===== src/rtl/keyed_wdog_pkg.sv =====
package keyed_wdog_pkg;

    localparam int ID_W       = 16;
    localparam int KEY_W      = 4;
    localparam int N_TICK     = 5;
    localparam int N_GRP      = 3;

    localparam logic [KEY_W-1:0] KEY_CODE  = 4'b0101;
    localparam logic [ID_W-1:0]  ID_SOFT   = 16'hA596;
    localparam logic [ID_W-1:0]  ID_HW_NAP = 16'hA597;

    localparam int LINE_RC   = 4;
    localparam int GRP_MAIN  = 0;
    localparam int GRP_WATCH = 1;
    localparam int GRP_RC    = 2;

    typedef enum logic [1:0] {
        MODE_SOFT,
        MODE_HW_NAP,
        MODE_HW_LIVE
    } wd_mode_t;

    typedef enum logic [1:0] {
        ST_LOAD,
        ST_IDLE,
        ST_RUN,
        ST_BITE
    } wd_state_t;

    typedef struct packed {
        logic [1:0] cs;
        logic       csp;
    } clk_sel_t;

    localparam clk_sel_t SEL_HW = '{cs: 2'b00, csp: 1'b1};

    function automatic wd_mode_t decode_id(input logic [ID_W-1:0] id);
        if (id == ID_SOFT)
            return MODE_SOFT;
        else if (id == ID_HW_NAP)
            return MODE_HW_NAP;
        else
            return MODE_HW_LIVE;
    endfunction

endpackage


===== src/rtl/wdog_mode_reg.sv =====
module wdog_mode_reg
    import keyed_wdog_pkg::*;
(
    input  logic            clk,
    input  logic            rst_n,
    input  logic [ID_W-1:0] sel_id,
    input  logic            load,
    input  logic            arm_ok,
    input  logic            key_wr,
    input  logic [2:0]      wsel,
    output wd_mode_t        mode,
    output clk_sel_t        sel,
    output logic [7:0]      rdata
);

    wd_mode_t mode_q;
    clk_sel_t sel_q;
    logic     hw;

    always_ff @(posedge clk or negedge rst_n) begin
        if (!rst_n) begin
            mode_q <= MODE_SOFT;
            sel_q  <= '0;
        end else if (load) begin
            mode_q <= decode_id(sel_id);
            sel_q  <= '0;
        end else if (arm_ok && key_wr && mode_q == MODE_SOFT) begin
            sel_q  <= clk_sel_t'(wsel);
        end
    end

    always_comb begin
        hw    = (mode_q != MODE_SOFT);
        mode  = mode_q;
        sel   = hw ? SEL_HW : sel_q;
        rdata = {sel.cs, sel.csp, hw, 4'b0000};
    end

endmodule


===== src/rtl/wdog_tick_sel.sv =====
module wdog_tick_sel
    import keyed_wdog_pkg::*;
(
    input  clk_sel_t          sel,
    input  logic [N_TICK-1:0] tick_in,
    input  logic [N_GRP-1:0]  psc_clr,
    output logic              tick_hit,
    output logic              src_clr
);

    always_comb begin
        if (sel.csp) begin
            tick_hit = tick_in[LINE_RC];
            src_clr  = psc_clr[GRP_RC];
        end else begin
            unique case (sel.cs)
                2'b00: tick_hit = tick_in[0];
                2'b01: tick_hit = tick_in[1];
                2'b10: tick_hit = tick_in[2];
                2'b11: tick_hit = tick_in[3];
            endcase
            src_clr = sel.cs[1] ? psc_clr[GRP_WATCH] : psc_clr[GRP_MAIN];
        end
    end

endmodule


===== src/rtl/wdog_core.sv =====
module wdog_core
    import keyed_wdog_pkg::*;
#(
    parameter int PULSE_LEN  = 4,
    parameter int BITE_TICKS = 2
) (
    input  logic     clk,
    input  logic     rst_n,
    input  logic     id_hw,
    input  wd_mode_t mode,
    input  logic     key_wr,
    input  logic     tick_hit,
    input  logic     src_clr,
    input  logic     standby,
    output logic     load,
    output logic     arm_ok,
    output logic     bite
);

    localparam int PC_W  = (PULSE_LEN > 1) ? $clog2(PULSE_LEN) : 1;
    localparam int CNT_W = $clog2(BITE_TICKS + 1);
    localparam logic [PC_W-1:0]  PC_LAST  = PC_W'(PULSE_LEN - 1);
    localparam logic [CNT_W-1:0] CNT_LAST = CNT_W'(BITE_TICKS - 1);

    wd_state_t        state, nxt;
    logic [CNT_W-1:0] cnt;
    logic [PC_W-1:0]  pc;
    logic             stby_q;
    logic             frozen, tick_eff, stby_clr, clr_now, bite_now;

    always_comb begin
        frozen   = (mode == MODE_HW_NAP) && standby;
        tick_eff = tick_hit && !frozen;
        stby_clr = standby && !stby_q && (mode != MODE_HW_LIVE);
        clr_now  = key_wr || src_clr || stby_clr;
        bite_now = tick_eff && !clr_now && (cnt == CNT_LAST);
    end

    always_comb begin
        nxt = state;
        unique case (state)
            ST_LOAD: nxt = id_hw ? ST_RUN : ST_IDLE;
            ST_IDLE: if (key_wr) nxt = ST_RUN;
            ST_RUN:  if (bite_now) nxt = ST_BITE;
            ST_BITE: if (pc == PC_LAST) nxt = ST_LOAD;
        endcase
    end

    always_ff @(posedge clk or negedge rst_n) begin
        if (!rst_n)
            state <= ST_LOAD;
        else
            state <= nxt;
    end

    always_ff @(posedge clk or negedge rst_n) begin
        if (!rst_n) begin
            cnt    <= '0;
            pc     <= '0;
            stby_q <= 1'b0;
        end else begin
            stby_q <= standby;
            if (state != ST_RUN || clr_now)
                cnt <= '0;
            else if (tick_eff)
                cnt <= cnt + 1'b1;
            if (state == ST_BITE)
                pc <= pc + 1'b1;
            else
                pc <= '0;
        end
    end

    always_comb begin
        load   = (state == ST_LOAD);
        arm_ok = (state == ST_IDLE);
        bite   = (state == ST_BITE);
    end

endmodule


===== src/rtl/keyed_wdog.sv =====
module keyed_wdog
    import keyed_wdog_pkg::*;
#(
    parameter int PULSE_LEN  = 4,
    parameter int BITE_TICKS = 2
) (
    input  logic              clk,
    input  logic              rst_n,
    input  logic [ID_W-1:0]   sel_id,
    input  logic              reg_we,
    input  logic [7:0]        reg_wdata,
    output logic [7:0]        reg_rdata,
    input  logic [N_TICK-1:0] tick_in,
    input  logic [N_GRP-1:0]  psc_clr,
    input  logic              standby,
    output logic              wdt_rst
);

    wd_mode_t mode;
    clk_sel_t sel;
    logic     key_wr, id_hw, load, arm_ok, tick_hit, src_clr;
    logic     unused_wbit;

    assign key_wr      = reg_we && (reg_wdata[KEY_W-1:0] == KEY_CODE);
    assign id_hw       = (decode_id(sel_id) != MODE_SOFT);
    assign unused_wbit = reg_wdata[4];

    wdog_mode_reg u_reg (
        .clk    (clk),
        .rst_n  (rst_n),
        .sel_id (sel_id),
        .load   (load),
        .arm_ok (arm_ok),
        .key_wr (key_wr),
        .wsel   (reg_wdata[7:5]),
        .mode   (mode),
        .sel    (sel),
        .rdata  (reg_rdata)
    );

    wdog_tick_sel u_sel (
        .sel      (sel),
        .tick_in  (tick_in),
        .psc_clr  (psc_clr),
        .tick_hit (tick_hit),
        .src_clr  (src_clr)
    );

    wdog_core #(
        .PULSE_LEN  (PULSE_LEN),
        .BITE_TICKS (BITE_TICKS)
    ) u_core (
        .clk      (clk),
        .rst_n    (rst_n),
        .id_hw    (id_hw),
        .mode     (mode),
        .key_wr   (key_wr),
        .tick_hit (tick_hit),
        .src_clr  (src_clr),
        .standby  (standby),
        .load     (load),
        .arm_ok   (arm_ok),
        .bite     (wdt_rst)
    );

endmodule


===== config.mk =====
export PLATFORM = sky130hd
export DESIGN_NAME = keyed_wdog
export DESIGN_NICKNAME = d
export VERILOG_FILES = /design/src/rtl/keyed_wdog_pkg.sv /design/src/rtl/wdog_mode_reg.sv /design/src/rtl/wdog_tick_sel.sv /design/src/rtl/wdog_core.sv /design/src/rtl/keyed_wdog.sv
export SDC_FILE = /design/constraint.sdc
export NUM_CORES = 1
export LEC_CHECK = 0
export BUFFER_PORTS_ARGS = -buffer_cell sky130_fd_sc_hd__buf_2
export CAP_MARGIN = 30
export CORE_MARGIN = 5
export CORE_UTILIZATION = 46
export DETAILED_ROUTE_END_ITERATION = 8
export PLACE_DENSITY = 0.82
export SETUP_SLACK_MARGIN = 0.05
export SYNTH_ARGS = -nofsm -noshare
export SYNTH_HDL_FRONTEND = slang
export SYNTH_SLANG_ARGS = --single-unit

===== constraint.sdc =====
create_clock -name clk -period 5.7 [get_ports clk]
set_clock_uncertainty 0.15 [all_clocks]
set_input_delay 0.285 -clock clk [delete_from_list [all_inputs] [get_ports clk]]
set_output_delay 0.285 -clock clk [all_outputs]
set_load 0.005 [all_outputs]

==> results of run 1 <==
[worst min-delay path by stage]
stage	startpoint	endpoint
4_1_cts	reg_wdata[7]	u_reg.sel_q[2]
5_1_grt	reg_wdata[7]	u_reg.sel_q[2]
3_3_place_gp	rst_n	u_core.stby_q
2_1_floorplan	rst_n	u_core.cnt[0]
3_5_place_dp	rst_n	u_core.stby_q
6_report	reg_wdata[7]	u_reg.sel_q[2]
[cell families after synthesis]
family	count (synthesis)
other cells	1
flops	12
simple gates	30
fa+ha+maj	6
buf+inv	13
mux	7
compound gates	12
xor+xnor	1
[report_power, final]
group	switching [mW]	internal, mW
Sequential	0.0111	0.101
Combinational	0.0545	0.0553
Clock	0.0258	0.0245
Total	0.0914	0.181
[metrics by stage]
step,worst slack [ns],power (mW),instance area (um2),hold slack [ns],std cells
floorplan,3.792,0.1914,829.5,-0.1606,85
global placement,3.723,0.2164,1015,0.02378,143
detailed placement,3.684,0.2228,1015,0.02926,143
CTS,3.530,0.2778,1057,0.09598,148
global route,3.501,0.2984,1057,0.1078,148
finish,3.518,0.2721,1057,0.1049,148
[flip-flops by register name, summed over array words and instances (netlist names)]
signal,cells
u_reg.mode,2
u_core.pc,2
u_reg.sel_q,3
u_core.state,2
u_core.stby_q,1
u_core.cnt,2
[per-layer routing]
metal / vias up / wire (um) / global-route usage (%) / share of wire (%)
met4: 0 / 56 / 11.91 / 3.1
met1: 348 / 753 / 18.15 / 41
met3: 6 / 157 / 3.134 / 8.6
met2: 33 / 864 / 25.31 / 47
met5: - / 0 / 0 / 0
li1: 362 / - / - / -
[tightest hold or removal path: stages]
cell,delay [ns]
buf_2,0.08
mux2i_1,0.05
nor2_1,0.08
[cells in the final DEF, fill, tap and decap left out, types with 2 or more instances in the layout]
cell / netlist / layout
buf_2: 0 / 39
o22ai_1: 4 / 4
dlygate4sd3_1: 0 / 2
clkbuf_4: 0 / 3
ha_1: 6 / 6
nand2_1: 3 / 3
dfrtp_1: 12 / 12
nor2_1: 8 / 8
and2_1: 3 / 3
inv_1: 7 / 7
mux2i_1: 5 / 5
nor2b_1: 4 / 4
conb_1: 1 / 4
nand2b_1: 2 / 2
nor4bb_1: 3 / 3
o21ai_0: 2 / 2
[final cells by class]
class                   instances  area, um2  share of cell area [%]
multi-input cells              60      461.7                   43.67
clock buffers                   3      22.52                   2.130
repair buffers                 41      215.2                   20.36
inverters                       7      26.28                   2.485
flip-flops and latches         12      300.3                   28.40
well taps                      25      31.28                   2.959
[timing repair]
item,CTS,global route
hold buffers,2,0
endpoints found under the hold margin,13,0
buffers inserted,0,0
==> reports/metrics.yaml, run 1 <==
yosys:
  synth_xor_area_share_pct: 1.070
  synth_compound_gate_area_share_pct: 11.62
  synth_common_cells: "dfrtp_1 (12), nor2_1 (8), inv_1 (7)"
  synth-seq-cells: 12
  synth_edf_count: 0
  ys_warn_count: 0
  syn-cell-area_um2: 818.3
  synth_top_area_share_pct: 36.70
  synth_cells: 82
  synth_top_family_by_area: "simple AND/OR/NAND/NOR gates"
  synth_top_area_cell: "dfrtp_1"
  synth_mux_area_share_pct: 10.24
  synthArstFlopShare_pct: 100.0
  ys_types: 31
  synth_area_leaders: "dfrtp_1 (37%), ha_1 (9.2%), mux2i_1 (6.1%)"
  syn_area_per_cell_um2: 9.979
  yosysMostFrequentCell: "dfrtp_1"
  synthAdderAreaFrac_pct: 9.174
  ys_seq_area_share_pct: 36.70
  ys.flop_type: "dfrtp_1"
  synthSimpleGateAreaFrac_pct: 22.48
die:
  die_w_um: 52.18
  core.rowCount: 15
  die_height_um: 52.18
  core-area_mm2: 0.001708
  die_area_mm2: 0.002722
  ios: 45
  start_util_pct: 47.91
placed_design:
  port_buffers: 39
  place.gp.congestion: 0.7762
  place_hpwl_mm: 1.572
pwr:
  p_per_area_mw_per_mm2: 257.4
  p_leak_nw: 0.5655
  max-vdd-ir-drop_v: 0.0001704
worst_setup_path:
  cp.depth: 7
  critPathMaxStageDelay_ns: 0.53
  endpoint: "u_core.state[0]"
  cp_top_family: "buffers and inverters"
  critical_path_class: "primary input to register"
  reg2reg_from: "u_reg.sel_q[1]"
  critPathLaunchType: "primary input"
  worstSetupStartpoint: "standby"
  crit_fanout: 3
  critPathArrivalTime_ns: 2.18
  critPathBufInv: 2
  worstPathRequired_ns: 5.70
  reg2reg_depth: 5
  critPathCaptureType: "register"
  timing.rr.end: "u_core.state[0]"
  rrSetupSlack_ns: 3.69
  crit_slowest_cell: "dlygate4sd3_1"
  crit_chain: "dlygate4sd3_1 > buf_2 > nor2b_1 > or4_1 > a21oi_2 > a32oi_2 > mux2_1"
global_route:
  grtUsageTotal_pct: 15.71
  grt_pass1_vias: 779
  grt_start_max_net_pins: 13
  overflow: 0
  grt_pass1_wl_mm: 3.111
  antenna_found_initial: 0
routing:
  route.detailed.drc: 0
  drtIter0Drc: 6
  vias: 749
  finalWirelength_mm: 1.831
  vias_per_cell: 5.061
  drtAntennaViolNets: 0
  first_pass_iters: 4
  routedWlPerCell_um: 12.37
clock_network:
  clk_latency_ns: 0.27
  cts.path.max_buffers: 2
  clk_root_buffer_cell: "clkbuf_4"
  htree_levels: 1
  cts_tree: "done"
  path_clk_slew_ns: 0.07
  post_cts_resize_count: 0
  cts_sinks: 12
  cts_buffers: 3
cells_and_area:
  fillers: 154
  antenna_cells: 0
  area_growth_pct: 29.20
  drive_above_1_share_pct: 38.21
  post-route-util_pct: 61.90
  finalNetCount: 167
timing:
  layout_min_cycle_time_ns: 2.182
  hold_viol: 0
  max_freq_mhz: 458.3
  setup_tns_ns: 0
  rsz0062_at_grt: "false"
  setup_violations: 0
  slew_violations: 0
  finalCritPeriodShare_pct: 38.28
status:
  status: "finished clean"
worst_hold_path:
  hold_path_class: "primary input to register"
  min_path_cells: 3
job:
  drv_cap: 0
Power figures use the tool's default switching activity.
==> run 2, diff against run 1 <==
--- a/config.mk
+++ b/config.mk
@@ -5,12 +5,13 @@
 export SDC_FILE = /design/constraint.sdc
 export NUM_CORES = 1
 export LEC_CHECK = 0
+export ABC_AREA = 1
 export BUFFER_PORTS_ARGS = -buffer_cell sky130_fd_sc_hd__buf_2
 export CAP_MARGIN = 30
 export CORE_MARGIN = 5
-export CORE_UTILIZATION = 46
+export CORE_UTILIZATION = 40
 export DETAILED_ROUTE_END_ITERATION = 8
-export PLACE_DENSITY = 0.82
+export PLACE_DENSITY = 0.74
 export SETUP_SLACK_MARGIN = 0.05
 export SYNTH_ARGS = -nofsm -noshare
 export SYNTH_HDL_FRONTEND = slang
==> constraint.sdc (replaced) <==
create_clock -name clk -period 1.8 [get_ports clk]
set_clock_uncertainty 0.15 [all_clocks]
set_input_delay 0.09 -clock clk [delete_from_list [all_inputs] [get_ports clk]]
set_output_delay 0.09 -clock clk [all_outputs]
set_load 0.005 [all_outputs]
==> run 2 against run 1 <==
Sequential cell count is the same. Final area is 17% higher. Worst hold slack worse by 0.049 ns. Die area is 20% higher. Global-route usage is 2.6 points lower. Routed wire length rose by 15%. Critical endpoint is now u_core.cnt[1]. Largest cell class unchanged.
==> reports/metrics.yaml, run 2 <==
status:
  status: "finished clean"
timing:
  slew_violations: 0  # unchanged
  setup_violations: 0  # unchanged
  max_freq_mhz: 596.9
  rsz0062_at_grt: "true"
  hold_viol: 0  # unchanged
  finalCritPeriodShare_pct: 93.07
  setup_tns_ns: 0  # unchanged
  layout_min_cycle_time_ns: 1.675
clock_network:
  cts.path.max_buffers: 2  # unchanged
  path_clk_slew_ns: 0.07  # about the same
  cts_tree: "done"
  clk_root_buffer_cell: "clkbuf_4"
  cts_sinks: 12  # unchanged
  clk_latency_ns: 0.27  # about the same
  cts_buffers: 3  # unchanged
  htree_levels: 1  # unchanged
yosys:
  synth_top_area_cell: "dfrtp_1"
  synth_top_area_share_pct: 33.80  # -2.9 points
  ys_warn_count: 0  # unchanged
  synth_edf_count: 0  # unchanged
  ys.flop_type: "dfrtp_1"
  syn_area_per_cell_um2: 6.940  # -30%
  synthArstFlopShare_pct: 100.0  # unchanged
  synth_cells: 128  # +56%
  synth_area_leaders: "dfrtp_1 (34%), nand2_1 (12%), inv_1 (8.9%)"
  ys_seq_area_share_pct: 33.80  # -2.9 points
  ys_types: 20  # -35%
  synth-seq-cells: 12  # unchanged
  synth_common_cells: "nand2_1 (29), inv_1 (21), nor2_1 (17)"
  syn-cell-area_um2: 888.4  # +8.6%
  yosysMostFrequentCell: "nand2_1"
global_route:
  grtUsageTotal_pct: 13.12  # -2.6 points
  use_met3_pct: 2.715  # -0.42 points
  grt.busiest_layer: "met2"
  overflow: 0  # unchanged
  grt_pass1_wl_mm: 3.415  # +9.8%
  met1_usage_pct: 12.88  # -5.3 points
  grt_pass1_vias: 896  # +15%
  antenna_found_initial: 0  # unchanged
  use_met2_pct: 25.29  # -0.028 points
  grt_start_max_net_pins: 13  # unchanged
routing:
  drtIter0Drc: 34  # +28
  finalWirelength_mm: 2.105  # +15%
  first_pass_iters: 4  # unchanged
  routedWlPerCell_um: 10.27  # -17%
  drtAntennaViolNets: 0  # unchanged
  route.detailed.drc: 0  # unchanged
  vias_per_cell: 4.639  # -8.3%
  vias: 951  # +27%
worst_setup_path:
  crit_fanout: 6  # +3
  critPathCaptureType: "register"
  reg2reg_depth: 10  # +5
  rrSetupSlack_ns: 0.12  # -3.57 ns
  critPathArrivalTime_ns: 1.68  # -0.50 ns
  timing.rr.end: "u_core.cnt[1]"
  critical_path_class: "register to register"
  worstPathRequired_ns: 1.80  # -3.90 ns
  reg2reg_from: "u_reg.mode[1]"
  critPathLaunchType: "register"
cells_and_area:
  finalNetCount: 220  # +32%
  final_common_cell: "buf_2"
  mostFrequentLayoutCells: "buf_2 (39), nand2_1 (25), inv_1 (21)"
  regMostFlops: "u_reg.sel_q"
  drive_above_1_share_pct: 35.03  # -3.2 points
  largest_reg_flops: 3  # unchanged
  antenna_cells: 0  # unchanged
  area_growth_pct: 39.44
worst_hold_path:
  min_path_cells: 6  # +3
  min_to: "u_reg.mode[0]"
  min-delay-start: "sel_id[14]"
  hold_path_class: "primary input to register"
die:
  start_util_pct: 40.95  # -7.0 points
  ios: 45  # unchanged
  die_w_um: 57.13  # +9.5%
  die_height_um: 57.13  # +9.5%
  core-area_mm2: 0.002170  # +27%
  core.rowCount: 17  # +2
  die_area_mm2: 0.003263  # +20%
job:
  drv_cap: 0  # unchanged
pwr:
  p_per_area_mw_per_mm2: 978.3  # +280%
  p_leak_nw: 0.7099  # +26%
  total_power_mw: 1.212  # +350%
  max-vdd-ir-drop_v: 0.0004314  # +150%
placed_design:
  place_hpwl_mm: 1.720  # +9.5%
  port_buffers: 39  # unchanged
  place.gp.congestion: 0.7932  # +2.2%
==> run 2: repair_timing <==
item                                   4_1_cts  5_1_grt
hold buffers                                 5        0
gates resized for setup                      0       11
buffers inserted                             0        3
endpoints found under the hold margin       16        0
setup endpoints to repair                    0        4
==> run 2: layout make-up <==
class	instances	area, um2
Clock buffer	4	36.28
Fill cell	201	930.9
Inverter	22	85.08
Multi-Input combinational cell	92	513.0
Sequential cell	12	301.5
Tap cell	28	35.03
Timing Repair Buffer	47	267.8
==> run 2: power breakdown <==
| part | internal (mW) | leakage, nW | switching [mW] |
|---|---|---|---|
| Combinational | 0.282 | 0.532 | 0.350 |
| Clock | 0.123 | 0.0210 | 0.0877 |
| Sequential | 0.321 | 0.157 | 0.0478 |
==> run 2: worst max-delay path, stage by stage (launching register included) <==
cell and delay (ns):
dfrtp_1 0.42, nor2_4 0.20, nand2_4 0.09, nand2_2 0.07, nand2_2 0.06, nor2_4 0.10
nand2_1 0.09, nor2_4 0.12, nand2_2 0.08, nand3b_1 0.09, o21ai_1 0.08
==> run 2: through the flow <==
| step | util (%) | setup WS [ns] | std cells | instance area (um2) | hold WS (ns) |
|---|---|---|---|---|---|
| after floorplan | - | 0.2636 | 131 | 899.6 | -0.3556 |
| after global placement | 50.35 | 0.1668 | 193 | 1092 | -0.1744 |
| after detailed placement | 50.35 | 0.1023 | 193 | 1092 | -0.1754 |
| after CTS | 54.33 | 0.09887 | 202 | 1179 | 0.05664 |
| after global routing | 57.09 | 0.005263 | 205 | 1239 | 0.1084 |
| final | 57.09 | 0.1248 | 205 | 1239 | 0.05561 |
==> run 2: cell families after synthesis <==
logic type | after synthesis | synth area share (%)
adder cells (fa/ha/maj) | 6 | 8.450
AO/OA/AOI/OAI | 11 | 6.900
flip-flops | 12 | 33.80
buffers and inverters | 27 | 13.52
other | 1 | 0.4221
AND/OR/NAND/NOR | 71 | 36.90
==> run 2: routing by layer <==
metal	vias to the layer above	part of all wire, %
li1	487	-
met4	0	1.4
met5	-	0
met3	4	10
met2	46	52
met1	414	36
==> run 2: worst max-delay path by stage <==
stage                            endpoint           from  cells after the start
final                       u_core.cnt[1]  u_reg.mode[1]                     10
after detailed placement    u_core.cnt[1]  u_reg.mode[0]                     10
after floorplan           u_core.state[0]  u_reg.mode[0]                     10
after global placement    u_core.state[1]  u_reg.mode[0]                     10
after global routing        u_core.cnt[1]  u_reg.mode[1]                     10
after CTS                   u_core.cnt[1]  u_reg.mode[0]                     10
==> run 3, diff against run 2 <==
--- a/config.mk
+++ b/config.mk
@@ -6,12 +6,12 @@
 export NUM_CORES = 1
 export LEC_CHECK = 0
 export ABC_AREA = 1
-export BUFFER_PORTS_ARGS = -buffer_cell sky130_fd_sc_hd__buf_2
 export CAP_MARGIN = 30
 export CORE_MARGIN = 5
-export CORE_UTILIZATION = 40
+export CORE_UTILIZATION = 54
 export DETAILED_ROUTE_END_ITERATION = 8
-export PLACE_DENSITY = 0.74
+export DONT_BUFFER_PORTS = 1
+export PLACE_DENSITY = 0.72
 export SETUP_SLACK_MARGIN = 0.05
 export SYNTH_ARGS = -nofsm -noshare
 export SYNTH_HDL_FRONTEND = slang
==> run 3 against run 2 <==
Core utilization increased by 12 points. Cell count decreased by 23%. Worst hold slack got worse by 0.026 ns. Sequential power decreased by 1%. Sequential share of layout area increased by 3.9 points. Final area decreased by 14%. First-iteration DRC count decreased by 76%. Setup slack got worse by 0.047 ns. Clock-buffer cell count decreased by 1. Critical path depth unchanged. Non-clock buffer count decreased by 35. Critical path type unchanged.
==> reports/metrics.yaml, run 3 (synthesized netlist as in run 2, its figures left out) <==
clock_network:
  cts_tree: "done"
  clk_root_buffer_cell: "clkbuf_4"
  clk_latency_ns: 0.26  # about the same
  cts_sinks: 12  # unchanged
  path_clk_slew_ns: 0.07  # about the same
  cts.path.max_buffers: 2  # unchanged
  cts_buffers: 3  # unchanged
  htree_levels: 1  # unchanged
worst_hold_path:
  min-delay-start: "sel_id[2]"
  min_path_cells: 5  # -1
  hold_path_class: "primary input to register"
global_route:
  grt_pass1_vias: 775  # -14%
  grt_start_max_net_pins: 13  # unchanged
  grtUsageTotal_pct: 15.61  # +2.5 points
  overflow: 0  # unchanged
  grt_pass1_wl_mm: 3.105  # -9.1%
  antenna_found_initial: 0  # unchanged
routing:
  drtAntennaViolNets: 0  # unchanged
  finalWirelength_mm: 1.960  # -6.9%
  vias: 832  # -13%
  routedWlPerCell_um: 12.48  # +22%
  vias_per_cell: 5.299  # +14%
  drtIter0Drc: 8  # -76%
  first_pass_iters: 4  # unchanged
  route.detailed.drc: 0  # unchanged
timing:
  setup_violations: 0  # unchanged
  layout_min_cycle_time_ns: 1.722  # +0.04653 ns
  finalCritPeriodShare_pct: 95.65  # +2.6 points
  worstMarginPinSlew_ns: 0.5309
  hold_viol: 0  # unchanged
  max_freq_mhz: 580.8  # -2.7%
  rsz0062_at_grt: "true"
  slew_violations: 0  # unchanged
  max_slew_margin_pct: 64.49
  fin_hold_ws_ns: 0.02936  # -0.02625 ns
placed_design:
  port_buffers: 0  # -100%
  place.gp.congestion: 0.7534  # -5.0%
  place_hpwl_mm: 1.460  # -15%
die:
  core.rowCount: 14  # -3
  die_w_um: 50.56  # -11%
  start_util_pct: 57.63  # +17 points
  die_area_mm2: 0.002556  # -22%
  ios: 45  # unchanged
  die_height_um: 50.56  # -11%
  core-area_mm2: 0.001541  # -29%
worst_setup_path:
  critical_path_class: "register to register"
  crit_fanout: 6  # unchanged
  critPathCaptureType: "register"
  worstPathRequired_ns: 1.80  # about the same
  worstSetupStartpoint: "u_reg.mode[0]"
  critPathArrivalTime_ns: 1.73  # +0.05 ns
  critPathLaunchType: "register"
  reg2reg_from: "u_reg.mode[0]"
  reg2reg_depth: 10  # unchanged
cells_and_area:
  final_common_cell: "nand2_1"
  finalNetCount: 185  # -16%
  post-route-util_pct: 69.16  # +12 points
  regMostFlops: "u_reg.sel_q"
  drive_above_1_share_pct: 14.89  # -20 points
  area_growth_pct: 20.00
  fillers: 146  # -27%
  largest_reg_flops: 3  # unchanged
  antenna_cells: 0  # unchanged
  mostFrequentLayoutCells: "nand2_1 (25), inv_1 (21), nor2_1 (16)"
pwr:
  p_leak_nw: 0.5598  # -21%
  max-vdd-ir-drop_v: 0.0005791  # +34%
  total_power_mw: 1.093  # -9.8%
  p_per_area_mw_per_mm2: 1026  # +4.8%
job:
  drv_cap: 0  # unchanged
status:
  status: "finished clean"
-- run 3: area by class of cell --
type	count	area, um2	share of cell area, %
clock buffers	3	22.52	2.113
inverters	22	82.58	7.746
multi-input cells	92	518.0	48.59
flip-flops and latches	12	301.5	28.29
well taps	16	20.02	1.878
repair buffers	12	121.4	11.38
-- run 3: critical path: stages, from the launching register on --
cell and delay, ns:
dfrtp_2 0.45, nor2_4 0.19, nand2_4 0.09, inv_2 0.08, nor2_2 0.05, a21oi_2 0.12
nand2_2 0.11, o21bai_4 0.17, nand2_1 0.08, nand2_1 0.07, nand2_1 0.05
-- run 3: path summary, 6_finish.rpt --
check / to / slack [ns]
max: u_core.state[0] / 0.08
min: u_reg.mode[1] / 0.03
max reg2reg: u_core.state[0] / 0.08
min reg2reg: u_core.pc[0] / 0.30
max in group asynchronous: u_reg.mode[0] / 1.03
min in group asynchronous: u_reg.sel_q[0] / 0.09
-- run 3: per-stage QoR --
| step | worst slack [ns] | TNS [ns] | instance area [um2] | cells |
|---|---|---|---|---|
| 4_1_cts | 0.07102 | 0 | 1015 | 156 |
| 3_3_place_gp | 0.1158 | 0 | 882.1 | 142 |
| 3_5_place_dp | 0.08665 | 0 | 882.1 | 142 |
| 2_1_floorplan | 0.2636 | 0 | 899.6 | 131 |
| 5_1_grt | -0.02531 | -0.05770 | 1066 | 157 |
| 6_report | 0.07827 | 0 | 1066 | 157 |
-- run 3: timing repair --
| item | in CTS | in global routing |
|---|---|---|
| resized for setup | 0 | 12 |
| hold buffers | 11 | 0 |
| setup buffers | 0 | 1 |
| setup endpoints to repair | 0 | 6 |
| endpoints found under the hold margin | 17 | 0 |
-- run 3: routing by layer --
layer	GRT usage (%)	up-vias	wire length, um
met1	17.34	375	760
met2	28.10	36	1029
met5	0	-	0
met4	8.936	0	27
li1	-	419	-
met3	1.775	2	143
-- run 3: power breakdown --
| part | internal, mW | leakage, nW | switching [mW] | total [mW] |
|---|---|---|---|---|
| clock network | 0.0772 | 0.0138 | 0.0772 | 0.154 |
| logic | 0.233 | 0.389 | 0.341 | 0.574 |
| registers | 0.321 | 0.157 | 0.0438 | 0.365 |
